`config.mk`:
```
export PLATFORM = sky130hd
export DESIGN_NAME = pt_walker
export DESIGN_NICKNAME = d
export VERILOG_FILES = /design/src/rtl/ptw_pkg.sv /design/src/rtl/ptw_base_reg.sv /design/src/rtl/ptw_fsm.sv /design/src/rtl/ptw_pte_decode.sv /design/src/rtl/pt_walker.sv
export SDC_FILE = /design/constraint.sdc
export NUM_CORES = 1
export LEC_CHECK = 0
export BUFFER_PORTS_ARGS = -buffer_cell sky130_fd_sc_hd__clkbuf_2
export CORE_ASPECT_RATIO = 2
export CORE_MARGIN = 2
export CORE_UTILIZATION = 40
export CTS_CLUSTER_SIZE = 16
export DETAILED_ROUTE_END_ITERATION = 10
export PLACE_DENSITY = 0.78
export SETUP_SLACK_MARGIN = 0.5
export SYNTH_ARGS = -nofsm -noshare
export SYNTH_HDL_FRONTEND = slang
export SYNTH_SLANG_ARGS = --single-unit
```
`constraint.sdc`:
```
create_clock -name clk -period 2.05 [get_ports clk]
set_clock_uncertainty 0.05 [all_clocks]
set_input_delay 0.3075 -clock clk [delete_from_list [all_inputs] [get_ports clk]]
set_output_delay 0.3075 -clock clk [all_outputs]
set_load 0.1 [all_outputs]
```
`src/rtl/ptw_pkg.sv`:
```
package ptw_pkg;
  typedef enum logic [1:0] {
    ST_IDLE = 2'd0,
    ST_READ = 2'd1,
    ST_WAIT = 2'd2,
    ST_RESP = 2'd3
  } walk_state_e;

  // Entry status bit positions, decoded by the walker
  localparam int PTE_V_BIT    = 0;
  localparam int PTE_D_BIT    = 1;
  localparam int PTE_REF_BIT  = 2;
  localparam int PTE_PERM_LSB = 3;
  localparam int PERM_W       = 3;

  typedef struct packed {
    logic x;
    logic w;
    logic r;
  } perm_t;
endpackage

```
`src/rtl/ptw_base_reg.sv`:
```
module ptw_base_reg #(
  parameter int PA_W = 32
) (
  input  logic            clk,
  input  logic            rst_n,
  input  logic            wr_en,
  input  logic            wr_priv,
  input  logic [PA_W-1:0] wr_data,
  output logic [PA_W-1:0] base_q
);
  logic            load;
  logic [PA_W-1:0] base_d;

  always_comb begin
    load   = wr_en && wr_priv;
    base_d = load ? wr_data : base_q;
  end

  always_ff @(posedge clk or negedge rst_n) begin
    if (!rst_n) base_q <= '0;
    else        base_q <= base_d;
  end

  assert_ptbr_guard_R8: assert property (@(posedge clk) disable iff (!rst_n)
    (wr_en && !wr_priv) |=> $stable(base_q));
  assert_ptbr_load_R8: assert property (@(posedge clk) disable iff (!rst_n)
    (wr_en && wr_priv) |=> (base_q == $past(wr_data)));
endmodule

```
`src/rtl/ptw_fsm.sv`:
```
module ptw_fsm
  import ptw_pkg::*;
(
  input  logic clk,
  input  logic rst_n,
  input  logic miss_valid,
  input  logic mem_req_ready,
  input  logic mem_rsp_valid,
  input  logic resp_ack,
  output logic miss_ready,
  output logic mem_req_valid,
  output logic mem_rsp_ready,
  output logic resp_valid,
  output logic accept,
  output logic capture
);
  walk_state_e state_q, state_d;

  always_comb begin
    state_d = state_q;
    unique case (state_q)
      ST_IDLE: if (miss_valid)    state_d = ST_READ;
      ST_READ: if (mem_req_ready) state_d = ST_WAIT;
      ST_WAIT: if (mem_rsp_valid) state_d = ST_RESP;
      ST_RESP: if (resp_ack)      state_d = ST_IDLE;
      default:                    state_d = ST_IDLE;
    endcase
  end

  always_ff @(posedge clk or negedge rst_n) begin
    if (!rst_n) state_q <= ST_IDLE;
    else        state_q <= state_d;
  end

  always_comb begin
    miss_ready    = (state_q == ST_IDLE);
    mem_req_valid = (state_q == ST_READ);
    mem_rsp_ready = (state_q == ST_WAIT);
    resp_valid    = (state_q == ST_RESP);
    accept        = miss_ready && miss_valid;
    capture       = mem_rsp_ready && mem_rsp_valid;
  end

  assert_busy_after_accept_R2: assert property (@(posedge clk) disable iff (!rst_n)
    accept |=> !miss_ready);
  assert_req_held_R3: assert property (@(posedge clk) disable iff (!rst_n)
    (mem_req_valid && !mem_req_ready) |=> mem_req_valid);
  assert_rsp_only_waiting_R4: assert property (@(posedge clk) disable iff (!rst_n)
    $onehot0({miss_ready, mem_req_valid, mem_rsp_ready, resp_valid}));
  assert_idle_after_ack_R7: assert property (@(posedge clk) disable iff (!rst_n)
    (resp_valid && resp_ack) |=> (miss_ready && !resp_valid));
endmodule

```
`src/rtl/ptw_pte_decode.sv`:
```
module ptw_pte_decode
  import ptw_pkg::*;
#(
  parameter int PTE_W     = 32,
  parameter int PAGE_BITS = 12,
  localparam int PFN_W    = PTE_W - PAGE_BITS
) (
  input  logic [PTE_W-1:0] pte,
  output logic             valid,
  output logic [PFN_W-1:0] pfn,
  output logic             dirty,
  output logic             refd,
  output perm_t            perm
);
  localparam int RSV_LSB = PTE_PERM_LSB + PERM_W;

  logic unused_rsv_bits;

  always_comb begin
    valid = pte[PTE_V_BIT];
    dirty = pte[PTE_D_BIT];
    refd  = pte[PTE_REF_BIT];
    perm  = perm_t'(pte[PTE_PERM_LSB +: PERM_W]);
    pfn   = pte[PTE_W-1:PAGE_BITS];
    unused_rsv_bits = ^pte[PAGE_BITS-1:RSV_LSB];
  end
endmodule

```
`src/rtl/pt_walker.sv`:
```
module pt_walker
  import ptw_pkg::*;
#(
  parameter int VA_W      = 32,
  parameter int PA_W      = 32,
  parameter int PTE_W     = 32,
  parameter int PAGE_BITS = 12,
  localparam int VPN_W    = VA_W - PAGE_BITS,
  localparam int PFN_W    = PTE_W - PAGE_BITS,
  localparam int ENTRY_SH = $clog2(PTE_W / 8)
) (
  input  logic             clk,
  input  logic             rst_n,
  input  logic             miss_valid,
  output logic             miss_ready,
  input  logic [VPN_W-1:0] miss_vpn,
  input  logic             ptbr_we,
  input  logic             ptbr_priv,
  input  logic [PA_W-1:0]  ptbr_wdata,
  output logic             mem_req_valid,
  input  logic             mem_req_ready,
  output logic [PA_W-1:0]  mem_req_addr,
  input  logic             mem_rsp_valid,
  output logic             mem_rsp_ready,
  input  logic [PTE_W-1:0] mem_rsp_data,
  output logic             refill_valid,
  output logic [VPN_W-1:0] refill_vpn,
  output logic [PFN_W-1:0] refill_pfn,
  output logic             refill_dirty,
  output logic             refill_ref,
  output logic [2:0]       refill_perm,
  output logic             fault_valid,
  output logic [VPN_W-1:0] fault_vpn,
  input  logic             resp_ack
);
  logic [PA_W-1:0]  base_q;
  logic             resp_valid, accept, capture;
  logic [VPN_W-1:0] vpn_q, vpn_d;
  logic [PA_W-1:0]  addr_q, addr_d;
  logic [PTE_W-1:0] pte_q, pte_d;
  logic             pte_v;
  logic [PFN_W-1:0] pte_pfn;
  logic             pte_dirty, pte_ref;
  perm_t            pte_perm;

  ptw_base_reg #(.PA_W(PA_W)) u_base (
    .clk(clk), .rst_n(rst_n), .wr_en(ptbr_we), .wr_priv(ptbr_priv),
    .wr_data(ptbr_wdata), .base_q(base_q)
  );

  ptw_fsm u_fsm (
    .clk(clk), .rst_n(rst_n), .miss_valid(miss_valid),
    .mem_req_ready(mem_req_ready), .mem_rsp_valid(mem_rsp_valid),
    .resp_ack(resp_ack), .miss_ready(miss_ready),
    .mem_req_valid(mem_req_valid), .mem_rsp_ready(mem_rsp_ready),
    .resp_valid(resp_valid), .accept(accept), .capture(capture)
  );

  // Request state: page number and entry address, enabled on acceptance
  always_comb begin
    vpn_d  = accept ? miss_vpn : vpn_q;
    addr_d = accept ? (base_q + (PA_W'(miss_vpn) << ENTRY_SH)) : addr_q;
    pte_d  = capture ? mem_rsp_data : pte_q;
  end

  always_ff @(posedge clk or negedge rst_n) begin
    if (!rst_n) begin
      vpn_q  <= '0;
      addr_q <= '0;
      pte_q  <= '0;
    end else begin
      vpn_q  <= vpn_d;
      addr_q <= addr_d;
      pte_q  <= pte_d;
    end
  end

  ptw_pte_decode #(.PTE_W(PTE_W), .PAGE_BITS(PAGE_BITS)) u_dec (
    .pte(pte_q), .valid(pte_v), .pfn(pte_pfn), .dirty(pte_dirty),
    .refd(pte_ref), .perm(pte_perm)
  );

  always_comb begin
    mem_req_addr = addr_q;
    refill_valid = resp_valid && pte_v;
    fault_valid  = resp_valid && !pte_v;
    refill_vpn   = vpn_q;
    fault_vpn    = vpn_q;
    refill_pfn   = pte_pfn;
    refill_dirty = pte_dirty;
    refill_ref   = pte_ref;
    refill_perm  = pte_perm;
  end

  assert_addr_stable_R3: assert property (@(posedge clk) disable iff (!rst_n)
    (mem_req_valid && !mem_req_ready) |=> $stable(mem_req_addr));
  assert_exclusive_R6: assert property (@(posedge clk) disable iff (!rst_n)
    !(refill_valid && fault_valid));
  assert_result_hold_R7: assert property (@(posedge clk) disable iff (!rst_n)
    ((refill_valid || fault_valid) && !resp_ack) |=>
      ($stable(refill_valid) && $stable(fault_valid) && $stable(refill_pfn)
       && $stable(refill_vpn) && $stable(refill_perm)));
  assert_no_result_busy_R2: assert property (@(posedge clk) disable iff (!rst_n)
    (refill_valid || fault_valid) |-> !miss_ready);
endmodule

```
# Word level (Yosys, flattened, before mapping)
# Cells that the tools add are included.
# classes
addsub,1
eq_ne,7
mux,5
reduce_logical,8
# ops
operator,count
32-bit by 22-bit adder with 32-bit output,1
2-bit two-way mux,4
2-bit case mux with 4 select lines,1
2-bit inequality test (second input constant),3
1-bit logical AND,5
2-bit equality test (second input constant),2
4-bit AND reduction,1
2-bit by 1-bit equality test with 1-bit output (second input constant),1
2-bit zero test,1
2-bit by 1-bit inequality test with 1-bit output (second input constant),1
1-bit zero test,1
# totals
regBits,118
inputBits,92
output_inout_bits,102
elab_cells,26

# Logic depth before layout (Yosys ltp)
# Gate-level depths: netlist (run 1).
# depth
depth_word,3
mapped_depth,10
ltp_nobuf,10

# Cells and area by module
# A second synthesis (run 1) with hierarchy kept.
# unflattened
cells_unflattened,561
area_unflattened_um2,6480.0
# modules_own_cells
module,n_inst,cells_each,area_each_um2,seq_area_each_um2
pt_walker,1,449,4725.8,2102.0
ptw_base_reg,1,68,1345.0,800.8
ptw_fsm,1,18,214.0,50.0
ptw_pte_decode,1,26,195.2,0.0

# Worst setup path before layout (run 1)
# OpenSTA, ideal clock, no wires.
# synth_timing
path_type,reg-to-reg
start,register u_fsm.state_q[0]
end,register addr_q[18] (netlist: mem_req_addr[18])
setup_ps,83
arrival_time_ps,2359
t_required_ps,1917
slack_ps,-442
path_stages_with_launch,6
n_path_buf,1
period_less_slack_ps,2492
path_cell_list,dfrtp_1 -> inv_1 -> ha_1 -> nand2_2 -> clkdlybuf4s50_2 -> o21ai_0
# synth_via
elab_chain_len,2
# synth_rtl
item,line_no,text
from (decl),ptw_fsm.sv:17,"walk_state_e state_q, state_d;"
from (signal assigned),ptw_fsm.sv:32,else state_q <= state_d;
2-bit zero test,ptw_fsm.sv:36,miss_ready = (state_q == ST_IDLE);
net miss_ready,pt_walker.sv:15,"output logic miss_ready,"
1-bit logical AND,ptw_fsm.sv:40,accept = miss_ready && miss_valid;
to (signal assigned),pt_walker.sv:73,addr_q <= addr_d;
to (decl),pt_walker.sv:39,"logic [PA_W-1:0] addr_q, addr_d;"
# The timed path passes the listed nets, and every way through them passes these cells.
# A chain may end at the register's enable or synchronous reset.

# Worst setup path in the final report (run 1)
# layout_timing
start,register u_base.base_q[6]
end,register addr_q[16] (netlist: mem_req_addr[16])
# layout_via
elab_chain_len,1
# layout_rtl
item,line_no,text
from (decl),ptw_base_reg.sv:9,output logic [PA_W-1:0] base_q
from (signal assigned),ptw_base_reg.sv:21,else base_q <= base_d;
32-bit by 22-bit adder with 32-bit output,pt_walker.sv:62,addr_d = accept ? (base_q + (PA_W'(miss_vpn) << ENTRY_SH)) : addr_q;
# No other way between the ends.

==> impl_metrics.toml, run 1 <==
[synthesis]
yosys.area_share.simple_pct = 7.27
synth_area_leaders = "dfrtp_1 50%, mux2_2 16%, ha_1 5.4%"
synth_top_family_by_area = "multiplexers"
synth_seq_area_share_pct = 50.0
syn-num-nets = 603
synth_cell_types = 57
synth_fa_ha_area_share_pct = 5.71
synth-compound-area-share_pct = 11.2
ys_warn_count = 0
synth_edf_count = 0
syn-cell-area_um2 = 5610
avgSynthCellArea_um2 = 11.5
async_flop_share_pct = 100
synth_cells = 486
synth_top_area_share_pct = 50.0
synth.cells.most_frequent = "112 x dfrtp_1, 80 x mux2_2, 56 x nand2_1"
yosysMostFrequentCell = "dfrtp_1"
synth.area.mux_share_pct = 16.2
synth_top_area_cell = "dfrtp_1"
synth_xor_xnor_area_share_pct = 3.90
synthFlopType = "dfrtp_1"
ys_seq_elements = 112

[sta]
drv_slew = 0
max_freq_ghz = 0.424
rsz0062_at_grt = "yes"
period_share_pct = 115
slew_headroom_pct = 63.6
period_needed_ns = 2.36
worst_pin_slew_ns = 0.548
timing.final.ws_setup_ns = -0.310
final-hold-violation-count = 0
tns_ns = -3.79
setup_violations = 22

[status]
violations = "negative setup slack"
status = "complete, but fails checks"

[final_layout]
layout-drive-gt1-share_pct = 64.8
final_core_util_pct = 63.6
area_growth_pct = 56.6
nets = 863

[flow_run]
drv_cap = 0

[critical_path]
end_kind = "flop"
crit_top_cell = "a21oi_2"
required_ns = 2.24
criticalPathCategory = "reg -> reg"
cp_top_family = "compound AO/OA/AOI/OAI gates"
crit_fanout = 4
rr_startpoint = "u_base.base_q[6]"
slowest_delay_ns = 0.42
critPathArrivalTime_ns = 2.55
startpoint = "u_base.base_q[6]"
worst-path-buf-inv = 2
crit_path_start_kind = "flop"
crit_chain = "ha_4 -> a21o_1 -> a21oi_2 -> a21oi_2 -> buf_6 -> o31ai_4 -> buf_4 -> xor2_1 -> o21ai_1"
cpMaxStageDelayCell = "dfrtp_1"

[global_routing]
grt_start_max_net_pins = 53
antenna_found_initial = 1
grt_pass1_wl_mm = 25.6
grt_pass1_vias = 4990
grt.total_usage_pct = 22.0
grt_overflow = 0

[drt]
drc = 0
routedWlPerCell_um = 18.8
avgViaCountPerCell = 5.22
routed_wirelength_mm = 17.7
first_pass_iters = 4
drtAntennaViolNets = 0
route.vias.total = 4916
dr.first_iter.drc_count = 247

[floorplan]
num_io_pins = 194
core_area_um2 = 13800
rows = 61
die-area_um2 = 15000
initial_utilization_pct = 40.6
die_h_um = 171
die_width_um = 87.7

[placement]
gp_congestion = 0.863
dp_hpwl_mm = 11.3
numPortBuffers = 187

[cts]
clkSlewWorstSetupHoldPaths_ns = 0.08
clk_latency_ns = 0.35
clockRootBuffer = "clkbuf_16"
cts_num_sinks = 112
htreeDepth = 3
numCtsBuffers = 9
cts_buffer_depth = 2
cts_tree = "built"

[worst_hold_path]
min_from = "ptbr_wdata[7]"
hp-class = "in -> reg"
area by class of cell:
cell class	instances	area (um^2)
Fill cell	966	5030
Tap cell	189	236
Clock inverter	7	53.8
Inverter	12	52.6
Multi-Input combinational cell	320	3220
Clock buffer	9	225
Antenna cell	1	2.50
Timing Repair Buffer	291	2170
Sequential cell	112	2830
cell families (layout without fill, tap and decap cells):
family | count (synthesis) | in the layout
fa+ha+maj | 25 | 25
simple gates | 92 | 92
other cells | 0 | 1
flops | 112 | 112
xor+xnor | 25 | 25
buf+inv | 54 | 319
compound gates | 97 | 97
mux | 81 | 81
metrics by stage:
step / instance area, um^2 / hold WS, ns / instances / setup WS, ns
2_1_floorplan: 5900 / -0.0381 / 486 / -0.119
4_1_cts: 8440 / 0.122 / 924 / -0.253
3_5_place_dp: 7270 / 0.126 / 883 / -0.359
6_report: 8780 / 0.132 / 941 / -0.310
3_3_place_gp: 7270 / 0.123 / 883 / -0.313
5_1_grt: 8780 / 0.120 / 941 / -0.428
sequential cells by signal, indices dropped and copies added, names as in the netlist:
| name | flops |
|---|---|
| mem_req_addr | 32 |
| u_base.base_q | 32 |
| pte_q | 26 |
| fault_vpn | 20 |
| u_fsm.state_q | 2 |
layer usage:
layer	share of wire, %	vias to the layer above	track usage [%]
li1	-	2225	-
met1	35	2424	23.5
met2	55	203	39.8
met3	5.3	64	4.51
met4	5.2	0	11.3
met5	0	-	0
layout by cell type (no fill, tap or decap), types with 11 or more instances in the layout:
cell | synthesis | final
buf_4 | 21 | 75
buf_6 | 2 | 15
ha_4 | 0 | 16
nand2_1 | 56 | 51
dfrtp_2 | 0 | 22
buf_2 | 4 | 56
clkbuf_16 | 0 | 15
mux2_2 | 80 | 36
mux2_4 | 0 | 44
clkbuf_2 | 2 | 91
clkbuf_4 | 0 | 34
a21oi_2 | 2 | 11
dfrtp_1 | 112 | 90
xor2_1 | 12 | 12
o21ai_1 | 8 | 32
worst paths after layout:
check                                         to  slack, ns  depth (start not counted)
worst max-delay path            mem_req_addr[16]      -0.31                          9
worst min-delay path            u_base.base_q[7]       0.13                          2
worst max register to register  mem_req_addr[16]      -0.31                          9
worst min register to register  mem_req_addr[20]       0.43                          2
max in group asynchronous          fault_vpn[19]       1.01                          3
min in group asynchronous       u_base.base_q[8]       0.29                          2
repair_timing:
action / CTS / global route
endpoints found under the hold margin: 11 / 0
resized for setup: 150 / 104
buffers inserted: 19 / 15
pin swaps: 23 / 29
endpoints found under the setup margin: 104 / 142
gates cloned: 5 / 1
hold buffers: 1 / 0
Power of run 1 is not shown: default switching activity piles up to over one toggle a cycle in this logic, so the estimate is an artifact.
==> inputs of run 2 (changes only) <==
- CORE_MARGIN: 2 -> default
==> impl_metrics.toml, run 2 (same netlist as run 1, synthesis figures left out) <==
[drt]
dr.first_iter.drc_count = 215
routedWlPerCell_um = 18.3
routed_wirelength_mm = 17.1
route.vias.total = 4828
first_pass_iters = 4
avgViaCountPerCell = 5.16
drc = 0
drtAntennaViolNets = 0

[critical_path]
crit_fanout = 2
criticalPathCategory = "reg -> reg"
end_kind = "flop"
crit_path_start_kind = "flop"
critPathArrivalTime_ns = 2.47
required_ns = 2.25

[sta]
rsz0062_at_grt = "yes"
setup_violations = 19
final-hold-violation-count = 0
worst_pin_slew_ns = 0.546
max_freq_ghz = 0.439
drv_slew = 0
timing.final.ws_setup_ns = -0.227
period_needed_ns = 2.28
period_share_pct = 111
slew_headroom_pct = 63.7

[cts]
numCtsBuffers = 9
cts_buffer_depth = 2
clkSlewWorstSetupHoldPaths_ns = 0.09
clk_latency_ns = 0.36
htreeDepth = 3
cts_tree = "built"
cts_num_sinks = 112
clockRootBuffer = "clkbuf_16"

[final_layout]
multi_input_area_um2 = 3220
seq_area_um2 = 2830
final_cell_mix = "97 x clkbuf_2, 91 x dfrtp_1, 69 x buf_4"
n_antenna_cell = 0
nets = 862
final_common_cell = "clkbuf_2"
final_cells = 936
layout-drive-gt1-share_pct = 64.8
final_area_um2 = 8870
fill_cells = 969
area_growth_pct = 58.1

[global_routing]
grt_overflow = 0
grt_pass1_vias = 4986
antenna_found_initial = 0
grt.total_usage_pct = 21.5
grt_start_max_net_pins = 50
grt_pass1_wl_mm = 24.1

[placement]
gp_congestion = 0.892
postPlaceCellArea_um2 = 7220
placed_cells = 874
dp_hpwl_mm = 11.1
numPortBuffers = 187

[worst_hold_path]
hp-class = "in -> reg"

[floorplan]
core_area_um2 = 13600
rows = 60
die-area_um2 = 14500
die_width_um = 85.7
die_h_um = 169
num_io_pins = 194
initial_utilization_pct = 41.3

[status]
violations = "negative setup slack"
status = "complete, but fails checks"

[flow_run]
drv_cap = 0
run 2: cell types whose count changed in the layout (fill, tap and decap cells not counted), moves of 3 or more:
cell / delta
buf_16: -3
buf_8: -3
clkbuf_4: +15
clkbuf_2: +6
inv_6: -5
buf_2: -20
buf_4: -6
buf_6: +3
inv_8: +4
mux2_2: -4
mux2_4: +4
clkbuf_16: +5
run 2: worst max-delay path, cell delays in order, from the launching register on:
cell	delay, ns
dfrtp_1	0.42
ha_4	0.25
a21o_1	0.19
a31o_1	0.19
a22o_1	0.24
or3_4	0.44
o21ai_4	0.16
xor2_1	0.16
o21ai_1	0.07
run 2: layer usage:
layer / share of wire, % / up-vias / global-route usage [%]
met4: 4.5 / 0 / 11.6
met1: 34 / 2388 / 20.9
met5: 0 / - / 0
li1: - / 2208 / -
met3: 4.7 / 55 / 4.33
met2: 57 / 177 / 41.3
run 2: path summary, 6_finish.rpt:
check                             startpoint          endpoint  cells after the start  slack [ns]
max reg2reg                u_base.base_q[19]  mem_req_addr[29]                      8       -0.23
min in group asynchronous              rst_n         pte_q[25]                      2        0.27
max                        u_base.base_q[19]  mem_req_addr[29]                      8       -0.23
min                         mem_rsp_data[15]         pte_q[15]                      2        0.13
min reg2reg                  mem_req_addr[4]   mem_req_addr[4]                      2        0.43
max in group asynchronous              rst_n     fault_vpn[17]                      3        1.09
run 2: repair_timing:
item	CTS	global route
cloned	2	6
pin swaps	40	41
buffers inserted	17	20
endpoints found under the setup margin	127	121
endpoints found under the hold margin	26	0
hold buffers	1	0
resized for setup	127	130
run 2: stage by stage:
stage                     util, %  hold WS [ns]  setup slack [ns]  setup TNS [ns]
final                        65.3         0.125            -0.227           -2.52
after global routing         65.3         0.123            -0.354           -4.57
after CTS                    60.2         0.116            -0.226           -2.18
after detailed placement     53.1         0.104            -0.310           -3.86
after global placement       53.1         0.101            -0.251           -3.01
after floorplan                 -       -0.0381            -0.119          -0.321
run 2: cell type report:
type	count	area share (%)
clock buffer	9	2.54
sequential	112	31.9
tap	186	2.62
clock inverter	7	0.804
inverter	12	0.593
timing repair buffer	290	25.2
multi-input combinational	320	36.3
Power of run 2 is left out for the same reason.
